File: src/rtl/amem_pkg.sv
package amem_pkg;

  localparam int unsigned AMEM_WAIT_W = 8;
  localparam int unsigned AMEM_SH_W   = 6;

  typedef struct packed {
    logic                   strb_pol;
    logic                   page_en;
    logic [AMEM_SH_W-1:0]   sh_cnt;
    logic [AMEM_WAIT_W-1:0] wait_cnt;
  } amem_cfg_t;

  localparam int unsigned AMEM_CFG_W = $bits(amem_cfg_t);

  typedef enum logic [2:0] {
    ST_IDLE   = 3'd0,
    ST_SETUP  = 3'd1,
    ST_STROBE = 3'd2,
    ST_GAP    = 3'd3,
    ST_HOLD   = 3'd4,
    ST_DONE   = 3'd5
  } amem_state_e;

endpackage

File: src/rtl/amem_cfg_regs.sv
module amem_cfg_regs
  import amem_pkg::*;
#(
  parameter int unsigned NUM_CH = 8,
  parameter int unsigned CH_W   = $clog2(NUM_CH)
) (
  input  logic            clk,
  input  logic            rst_n,
  input  logic            wr_en,
  input  logic [CH_W-1:0] wr_ch,
  input  amem_cfg_t       wr_cfg,
  input  logic [CH_W-1:0] rd_ch,
  output amem_cfg_t       rd_cfg
);

  logic [NUM_CH-1:0][AMEM_CFG_W-1:0] cfg_flat;

  for (genvar g = 0; g < NUM_CH; g++) begin : g_chan
    amem_cfg_t chan_q;
    logic      chan_we;

    assign chan_we = wr_en && (wr_ch == CH_W'(g));

    always_ff @(posedge clk or negedge rst_n) begin
      if (!rst_n) begin
        chan_q <= '0;
      end else if (chan_we) begin
        chan_q <= wr_cfg;
      end
    end

    assign cfg_flat[g] = chan_q;
  end

  assign rd_cfg = amem_cfg_t'(cfg_flat[rd_ch]);

endmodule

File: src/rtl/amem_cycle_fsm.sv
module amem_cycle_fsm
  import amem_pkg::*;
#(
  parameter int unsigned ADDR_W = 16,
  parameter int unsigned DATA_W = 16,
  parameter int unsigned BEAT_W = 2,
  parameter int unsigned CH_W   = 3
) (
  input  logic              clk,
  input  logic              rst_n,
  input  logic              req_valid,
  input  logic [CH_W-1:0]   req_ch,
  input  logic              req_write,
  input  logic [ADDR_W-1:0] req_addr,
  input  logic [DATA_W-1:0] req_wdata,
  input  logic [BEAT_W-1:0] req_beats,
  input  amem_cfg_t         sel_cfg,
  input  logic [DATA_W-1:0] mem_rdata,
  output logic              req_ready,
  output logic              sel_on,
  output logic [CH_W-1:0]   sel_ch,
  output logic              rd_act,
  output logic              wr_act,
  output logic              strb_pol,
  output logic [ADDR_W-1:0] mem_addr,
  output logic [DATA_W-1:0] mem_wdata,
  output logic              dout_en,
  output logic [DATA_W-1:0] rdata,
  output logic              beat_done,
  output logic              ack
);

  localparam int unsigned CNT_W = (AMEM_WAIT_W > AMEM_SH_W) ? AMEM_WAIT_W : AMEM_SH_W;

  amem_state_e       state_q, state_d;
  logic [CNT_W-1:0]  cnt_q, cnt_d;
  logic [BEAT_W-1:0] beats_q, beats_d;

  amem_cfg_t         cfg_q;
  logic [CH_W-1:0]   ch_q;
  logic              wr_q;
  logic [ADDR_W-1:0] addr_q;
  logic [DATA_W-1:0] wdata_q;
  logic [DATA_W-1:0] rdata_q;
  logic              beat_done_q;

  logic accept;
  logic cap;
  logic adv;

  // Next-state logic of the shared cycle engine
  always_comb begin
    state_d = state_q;
    cnt_d   = cnt_q;
    beats_d = beats_q;
    accept  = 1'b0;
    cap     = 1'b0;
    adv     = 1'b0;
    unique case (state_q)
      ST_IDLE: begin
        if (req_valid) begin
          accept  = 1'b1;
          beats_d = sel_cfg.page_en ? req_beats : '0;
          if (!sel_cfg.page_en && (sel_cfg.sh_cnt != '0)) begin
            state_d = ST_SETUP;
            cnt_d   = CNT_W'(sel_cfg.sh_cnt) - 1'b1;
          end else begin
            state_d = ST_STROBE;
            cnt_d   = CNT_W'(sel_cfg.wait_cnt);
          end
        end
      end
      ST_SETUP: begin
        if (cnt_q == '0) begin
          state_d = ST_STROBE;
          cnt_d   = CNT_W'(cfg_q.wait_cnt);
        end else begin
          cnt_d = cnt_q - 1'b1;
        end
      end
      ST_STROBE: begin
        if (cnt_q == '0) begin
          cap = 1'b1;
          if (beats_q != '0) begin
            state_d = ST_GAP;
          end else if (!cfg_q.page_en && (cfg_q.sh_cnt != '0)) begin
            state_d = ST_HOLD;
            cnt_d   = CNT_W'(cfg_q.sh_cnt) - 1'b1;
          end else begin
            state_d = ST_DONE;
          end
        end else begin
          cnt_d = cnt_q - 1'b1;
        end
      end
      ST_GAP: begin
        adv     = 1'b1;
        state_d = ST_STROBE;
        cnt_d   = CNT_W'(cfg_q.wait_cnt);
        beats_d = beats_q - 1'b1;
      end
      ST_HOLD: begin
        if (cnt_q == '0) begin
          state_d = ST_DONE;
        end else begin
          cnt_d = cnt_q - 1'b1;
        end
      end
      ST_DONE: begin
        state_d = ST_IDLE;
      end
      default: begin
        state_d = ST_IDLE;
      end
    endcase
  end

  // Sequence registers
  always_ff @(posedge clk or negedge rst_n) begin
    if (!rst_n) begin
      state_q <= ST_IDLE;
      cnt_q   <= '0;
      beats_q <= '0;
    end else begin
      state_q <= state_d;
      cnt_q   <= cnt_d;
      beats_q <= beats_d;
    end
  end

  // Access context, loaded on acceptance, stepped on each page beat
  always_ff @(posedge clk or negedge rst_n) begin
    if (!rst_n) begin
      cfg_q   <= '0;
      ch_q    <= '0;
      wr_q    <= 1'b0;
      addr_q  <= '0;
      wdata_q <= '0;
    end else if (accept) begin
      cfg_q   <= sel_cfg;
      ch_q    <= req_ch;
      wr_q    <= req_write;
      addr_q  <= req_addr;
      wdata_q <= req_wdata;
    end else if (adv) begin
      addr_q  <= addr_q + 1'b1;
      wdata_q <= req_wdata;
    end
  end

  // Read capture at the last strobe clock
  always_ff @(posedge clk or negedge rst_n) begin
    if (!rst_n) begin
      rdata_q <= '0;
    end else if (cap && !wr_q) begin
      rdata_q <= mem_rdata;
    end
  end

  always_ff @(posedge clk or negedge rst_n) begin
    if (!rst_n) begin
      beat_done_q <= 1'b0;
    end else begin
      beat_done_q <= cap;
    end
  end

  assign req_ready = (state_q == ST_IDLE);
  assign sel_on    = (state_q == ST_SETUP) || (state_q == ST_STROBE) ||
                     (state_q == ST_GAP)   || (state_q == ST_HOLD);
  assign sel_ch    = ch_q;
  assign rd_act    = (state_q == ST_STROBE) && !wr_q;
  assign wr_act    = (state_q == ST_STROBE) && wr_q;
  assign strb_pol  = cfg_q.strb_pol;
  assign mem_addr  = addr_q;
  assign mem_wdata = wdata_q;
  assign dout_en   = sel_on && wr_q;
  assign rdata     = rdata_q;
  assign beat_done = beat_done_q;
  assign ack       = (state_q == ST_DONE);

endmodule

File: src/rtl/amem_sel_map.sv
module amem_sel_map #(
  parameter int unsigned NUM_CH = 8,
  parameter int unsigned PIN_CH = 6,
  parameter int unsigned CH_W   = $clog2(NUM_CH)
) (
  input  logic                     sel_on,
  input  logic [CH_W-1:0]          sel_ch,
  output logic [PIN_CH-1:0]        cs_n,
  output logic [NUM_CH-PIN_CH-1:0] cs_int
);

  for (genvar g = 0; g < NUM_CH; g++) begin : g_sel
    logic hit;
    assign hit = sel_on && (sel_ch == CH_W'(g));
    if (g < PIN_CH) begin : g_pin
      assign cs_n[g] = ~hit;
    end else begin : g_int
      assign cs_int[g-PIN_CH] = hit;
    end
  end

endmodule

File: src/rtl/amem_ctrl.sv
module amem_ctrl
  import amem_pkg::*;
#(
  parameter int unsigned NUM_CH = 8,
  parameter int unsigned PIN_CH = 6,
  parameter int unsigned ADDR_W = 16,
  parameter int unsigned DATA_W = 16,
  parameter int unsigned BEAT_W = 2,
  localparam int unsigned CH_W  = $clog2(NUM_CH),
  localparam int unsigned INT_CH = NUM_CH - PIN_CH
) (
  input  logic                  clk,
  input  logic                  rst_n,
  input  logic                  cfg_we,
  input  logic [CH_W-1:0]       cfg_ch,
  input  logic [AMEM_CFG_W-1:0] cfg_data,
  input  logic                  req_valid,
  output logic                  req_ready,
  input  logic [CH_W-1:0]       req_ch,
  input  logic                  req_write,
  input  logic [ADDR_W-1:0]     req_addr,
  input  logic [DATA_W-1:0]     req_wdata,
  input  logic [BEAT_W-1:0]     req_beats,
  output logic                  ack,
  output logic                  beat_done,
  output logic [DATA_W-1:0]     rdata,
  output logic [PIN_CH-1:0]     cs_n,
  output logic [INT_CH-1:0]     cs_int,
  output logic                  mem_rd_strb,
  output logic                  mem_wr_strb,
  output logic [ADDR_W-1:0]     mem_addr,
  output logic [DATA_W-1:0]     mem_wdata,
  output logic                  mem_dout_en,
  input  logic [DATA_W-1:0]     mem_rdata
);

  amem_cfg_t       sel_cfg;
  logic            sel_on;
  logic [CH_W-1:0] sel_ch;
  logic            rd_act;
  logic            wr_act;
  logic            strb_pol;

  amem_cfg_regs #(
    .NUM_CH (NUM_CH),
    .CH_W   (CH_W)
  ) u_regs (
    .clk    (clk),
    .rst_n  (rst_n),
    .wr_en  (cfg_we),
    .wr_ch  (cfg_ch),
    .wr_cfg (amem_cfg_t'(cfg_data)),
    .rd_ch  (req_ch),
    .rd_cfg (sel_cfg)
  );

  amem_cycle_fsm #(
    .ADDR_W (ADDR_W),
    .DATA_W (DATA_W),
    .BEAT_W (BEAT_W),
    .CH_W   (CH_W)
  ) u_fsm (
    .clk       (clk),
    .rst_n     (rst_n),
    .req_valid (req_valid),
    .req_ch    (req_ch),
    .req_write (req_write),
    .req_addr  (req_addr),
    .req_wdata (req_wdata),
    .req_beats (req_beats),
    .sel_cfg   (sel_cfg),
    .mem_rdata (mem_rdata),
    .req_ready (req_ready),
    .sel_on    (sel_on),
    .sel_ch    (sel_ch),
    .rd_act    (rd_act),
    .wr_act    (wr_act),
    .strb_pol  (strb_pol),
    .mem_addr  (mem_addr),
    .mem_wdata (mem_wdata),
    .dout_en   (mem_dout_en),
    .rdata     (rdata),
    .beat_done (beat_done),
    .ack       (ack)
  );

  amem_sel_map #(
    .NUM_CH (NUM_CH),
    .PIN_CH (PIN_CH),
    .CH_W   (CH_W)
  ) u_sel (
    .sel_on (sel_on),
    .sel_ch (sel_ch),
    .cs_n   (cs_n),
    .cs_int (cs_int)
  );

  // Polarity: 0 -> active low, 1 -> active high
  assign mem_rd_strb = strb_pol ? rd_act : ~rd_act;
  assign mem_wr_strb = strb_pol ? wr_act : ~wr_act;

endmodule

File: config.mk
export PLATFORM = sky130hd
export DESIGN_NAME = amem_ctrl
export DESIGN_NICKNAME = d
export VERILOG_FILES = /design/src/rtl/amem_pkg.sv /design/src/rtl/amem_cfg_regs.sv /design/src/rtl/amem_cycle_fsm.sv /design/src/rtl/amem_sel_map.sv /design/src/rtl/amem_ctrl.sv
export SDC_FILE = /design/constraint.sdc
export NUM_CORES = 1
export LEC_CHECK = 0
export ABC_AREA = 1
export BUFFER_PORTS_ARGS = -buffer_cell sky130_fd_sc_hd__buf_2
export CAP_MARGIN = 20
export CELL_PAD_IN_SITES_DETAIL_PLACEMENT = 2
export CELL_PAD_IN_SITES_GLOBAL_PLACEMENT = 2
export CORE_MARGIN = 2
export CORE_UTILIZATION = 37
export DETAILED_ROUTE_END_ITERATION = 6
export PLACE_DENSITY_LB_ADDON = 0.1
export SYNTH_ARGS = -nofsm -noshare
export SYNTH_HDL_FRONTEND = slang
export SYNTH_SLANG_ARGS = --single-unit
File: constraint.sdc
create_clock -name clk -period 3.25 [get_ports clk]
set_input_delay 0.325 -clock clk [delete_from_list [all_inputs] [get_ports clk]]
set_output_delay 0.325 -clock clk [all_outputs]
set_load 0.03 [all_outputs]
==> flow_metrics.tcl <==
set metrics [dict create \
    status "completed" \
    mappedNetlistArea_sq_mm 0.01031 \
    yosysSeqAreaShare 0.5095 \
    route.vias.total 9446 \
    r2r-start "u_fsm.state_q[0]" \
    synth_cell_type_count 46 \
    cts_resized 0 \
    synth_edf_count 0 \
    die_h_microns 171.0 \
    rows 61 \
    clock_path_buffers 3 \
    netlist_top_cells_count "nand2_1, dfrtp_1, o21ai_0, nor2_1, inv_1" \
    grt_max_degree 98 \
    path_class "flip-flop to primary output" \
    worst_slew_pin_slew_ns 0.8347 \
    crit_start "u_fsm.state_q[0]" \
    synth_top_area_frac 0.5095 \
    insertion_delay_ns 0.54 \
    ctsHoldBuffers 18 \
    rsz0062_at_grt "no" \
    seq_power_share 0.372 \
    drc 0 \
    critPathRequiredTime_ns 2.92 \
    grtUsageMet3 0.03030 \
    power_density_mw_per_mm2 879.2 \
    grt_first_pass_wirelength_mm 58.95 \
    routed_wl_mm 36.74 \
    p_sw_frac 0.4206 \
    synth_top_cell_by_area "dfrtp_1" \
    cp.arrival_ns 2.58 \
    hold_ws_ns 0.01910 \
    finalNetCount 1511 \
    crit_path_start_kind "flip-flop" \
    syn_nets 1365 \
    place.gp.congestion 0.8098 \
    relSlewSlack 0.4435 \
    grt_usage 0.2566 \
    ys_seq_elements 210 \
    hpwlAfterDp_mm 24.40 \
    fin_skew_ns 0.01480 \
    area_growth_pct 19.61 \
    avgRoutedWirePerCell_microns 20.18 \
    dieArea_sq_mm 0.02923 \
    cts_tree "built" \
    synth_area_leaders "dfrtp_1, nand2_1, o21ai_0" \
    fmax_mhz 344.6 \
    clockRootBuffer "clkbuf_16" \
    core_area_sq_mm 0.02763 \
    drv_slew 0 \
    power_leakage_nw 6.124 \
    yosys_warnings 0 \
    hold_viol_final 0 \
    ff2ff_setup_slack_ns 0.90 \
    grt.busiest_layer "met2" \
    clkSlewWorstSetupHoldPaths_ns 0.06 \
    setup_viol 0 \
    ys_async_sr_fraction 1.000 \
    period_minus_slack_ns 2.902 \
    p_comb_frac 0.380 \
    clockPowerShare 0.249 \
    finalPower_w 0.01085 \
    io_pins 139 \
    tns_ns 0 \
    yosys.cell_count.top_type "nand2_1" \
    fin_cells 1820 \
    netlist_instances 1281 \
    r2r_end "u_fsm.mem_addr[8]" \
    post_drt_via_cell_ratio 5.190 \
    drive_above_1_share 0.1770 \
    die_x_microns 171.0 \
    worstHoldStart "mem_rdata[3]" \
    hold_end "u_fsm.rdata[3]" \
    vdd_ir_drop_max_mv 0.3949 \
    numCtsBuffers 25 \
    grt_util_met2 0.4460 \
    initial_utilization 0.3733 \
    finalCritPeriodShare 0.8929 \
    cap_violations 0 \
    ant_nets 0 \
    power.internal_w 0.006285 \
    grtUsageMet1 0.3391 \
    cts_max_level 1 \
    hold_path_class "input port to flip-flop" \
    port_buffers 138 \
    holdPathStages 2 \
    p_switching_w 0.004563 \
    dp.cells 1760 \
    grt_overflow 0 \
    endpoint_kind "primary output" \
    r2r_cells 10 \
    first_iter_violations 379 \
    postCtsSetupBuffers 0 \
    dr.pass1.iters 5 \
    grt_antenna_before_repair 1 \
    grt_pass1_vias 10360 \
    path_max_fanout 10 \
    synthFlopType "dfrtp_1" \
    cts.sinks 210 \
    synth_area_per_cell_sq_um 8.052 \
]
-- flip-flops by register name (all words and copies together) (netlist names), 2 cells and up --
register / count
u_fsm.sel_ch: 3
u_fsm.beats_q: 2
u_fsm.cfg_q: 15
u_fsm.rdata: 16
u_fsm.mem_wdata: 16
u_fsm.state_q: 3
u_regs.cfg_flat: 128
u_fsm.cnt_q: 8
u_fsm.mem_addr: 16
-- cell usage in the layout, fill, tap and decap left out, drive strengths merged, types with 12 or more instances in the layout --
master	netlist	layout
a21oi	22	22
buf	29	165
clkbuf	35	36
dfrtp	210	210
dlygate4sd3	0	18
inv	109	110
mux2	16	16
nand2	384	384
nand3	63	63
nor2	116	116
o21ai	203	203
o22ai	16	16
xor2	12	12
-- how the worst max path moves through the flow --
stage | depth (start not counted) | to
floorplan | 9 | u_fsm.mem_addr[14]
global placement | 15 | u_fsm.cnt_q[7]
detailed placement | 14 | u_fsm.state_q[0]
CTS | 8 | cs_int[0]
global route | 8 | cs_int[0]
finish | 8 | cs_int[0]
-- cell families (layout without fill, tap and decap cells) --
family,after synthesis,after routing,synth area share
DFF,210,210,0.5095
other,0,1,0
buffers and inverters,175,335,0.07157
adders and majority gates,7,7,0.008491
xor gates and xnor gates,13,13,0.01104
AOI/OAI and AO/OA,269,269,0.1412
and+or+nand+nor,591,591,0.2371
muxes,16,16,0.02111
-- stage by stage --
step                      cell area [sq um]  worst slack [ns]    util
final                                 12340            0.3481  0.4466
after CTS                             12340            0.3141  0.4465
after floorplan                       10310             1.347       -
after global routing                  12340            0.1807  0.4465
after global placement                11390            0.8179  0.4122
after detailed placement              11390            0.6433  0.4122
-- per-layer routing --
layer  up-vias  routed length [microns]
met2       162                    18340
li1       4443                        -
met4         0                      975
met1      4781                    16250
met3        60                     1170
met5         -                        0
-- power by group through the flow --
stage,registers (W),logic (W),clock network [W]
4_1_cts,0.00402,0.00413,0.00278
2_1_floorplan,0.00448,0.00226,0
6_report,0.00403,0.00412,0.00270
3_3_place_gp,0.00400,0.00391,0
5_1_grt,0.00415,0.00461,0.00285
3_5_place_dp,0.00406,0.00406,0
-- critical path, cell delays in order, from the launching register on --
cell     delay, ns
dfrtp_1       0.45
nor2_1        0.18
nand2_1       0.19
nand2_1       0.32
inv_2         0.18
nor2_1        0.28
inv_1         0.10
nor2_1        0.11
buf_2         0.24
-- area by class of cell --
type                    instances  area (sq um)
fillers                      3196         15290
flip-flops and latches        210          5255
multi-input cells             896          4327
repair buffers                183          1096
clock buffers                  36         706.9
well taps                     378         473.0
inverters                     111         419.2
clock inverters                 5         58.81
diodes                          1         2.502
No activity file was read; power rests on OpenSTA's default activity.
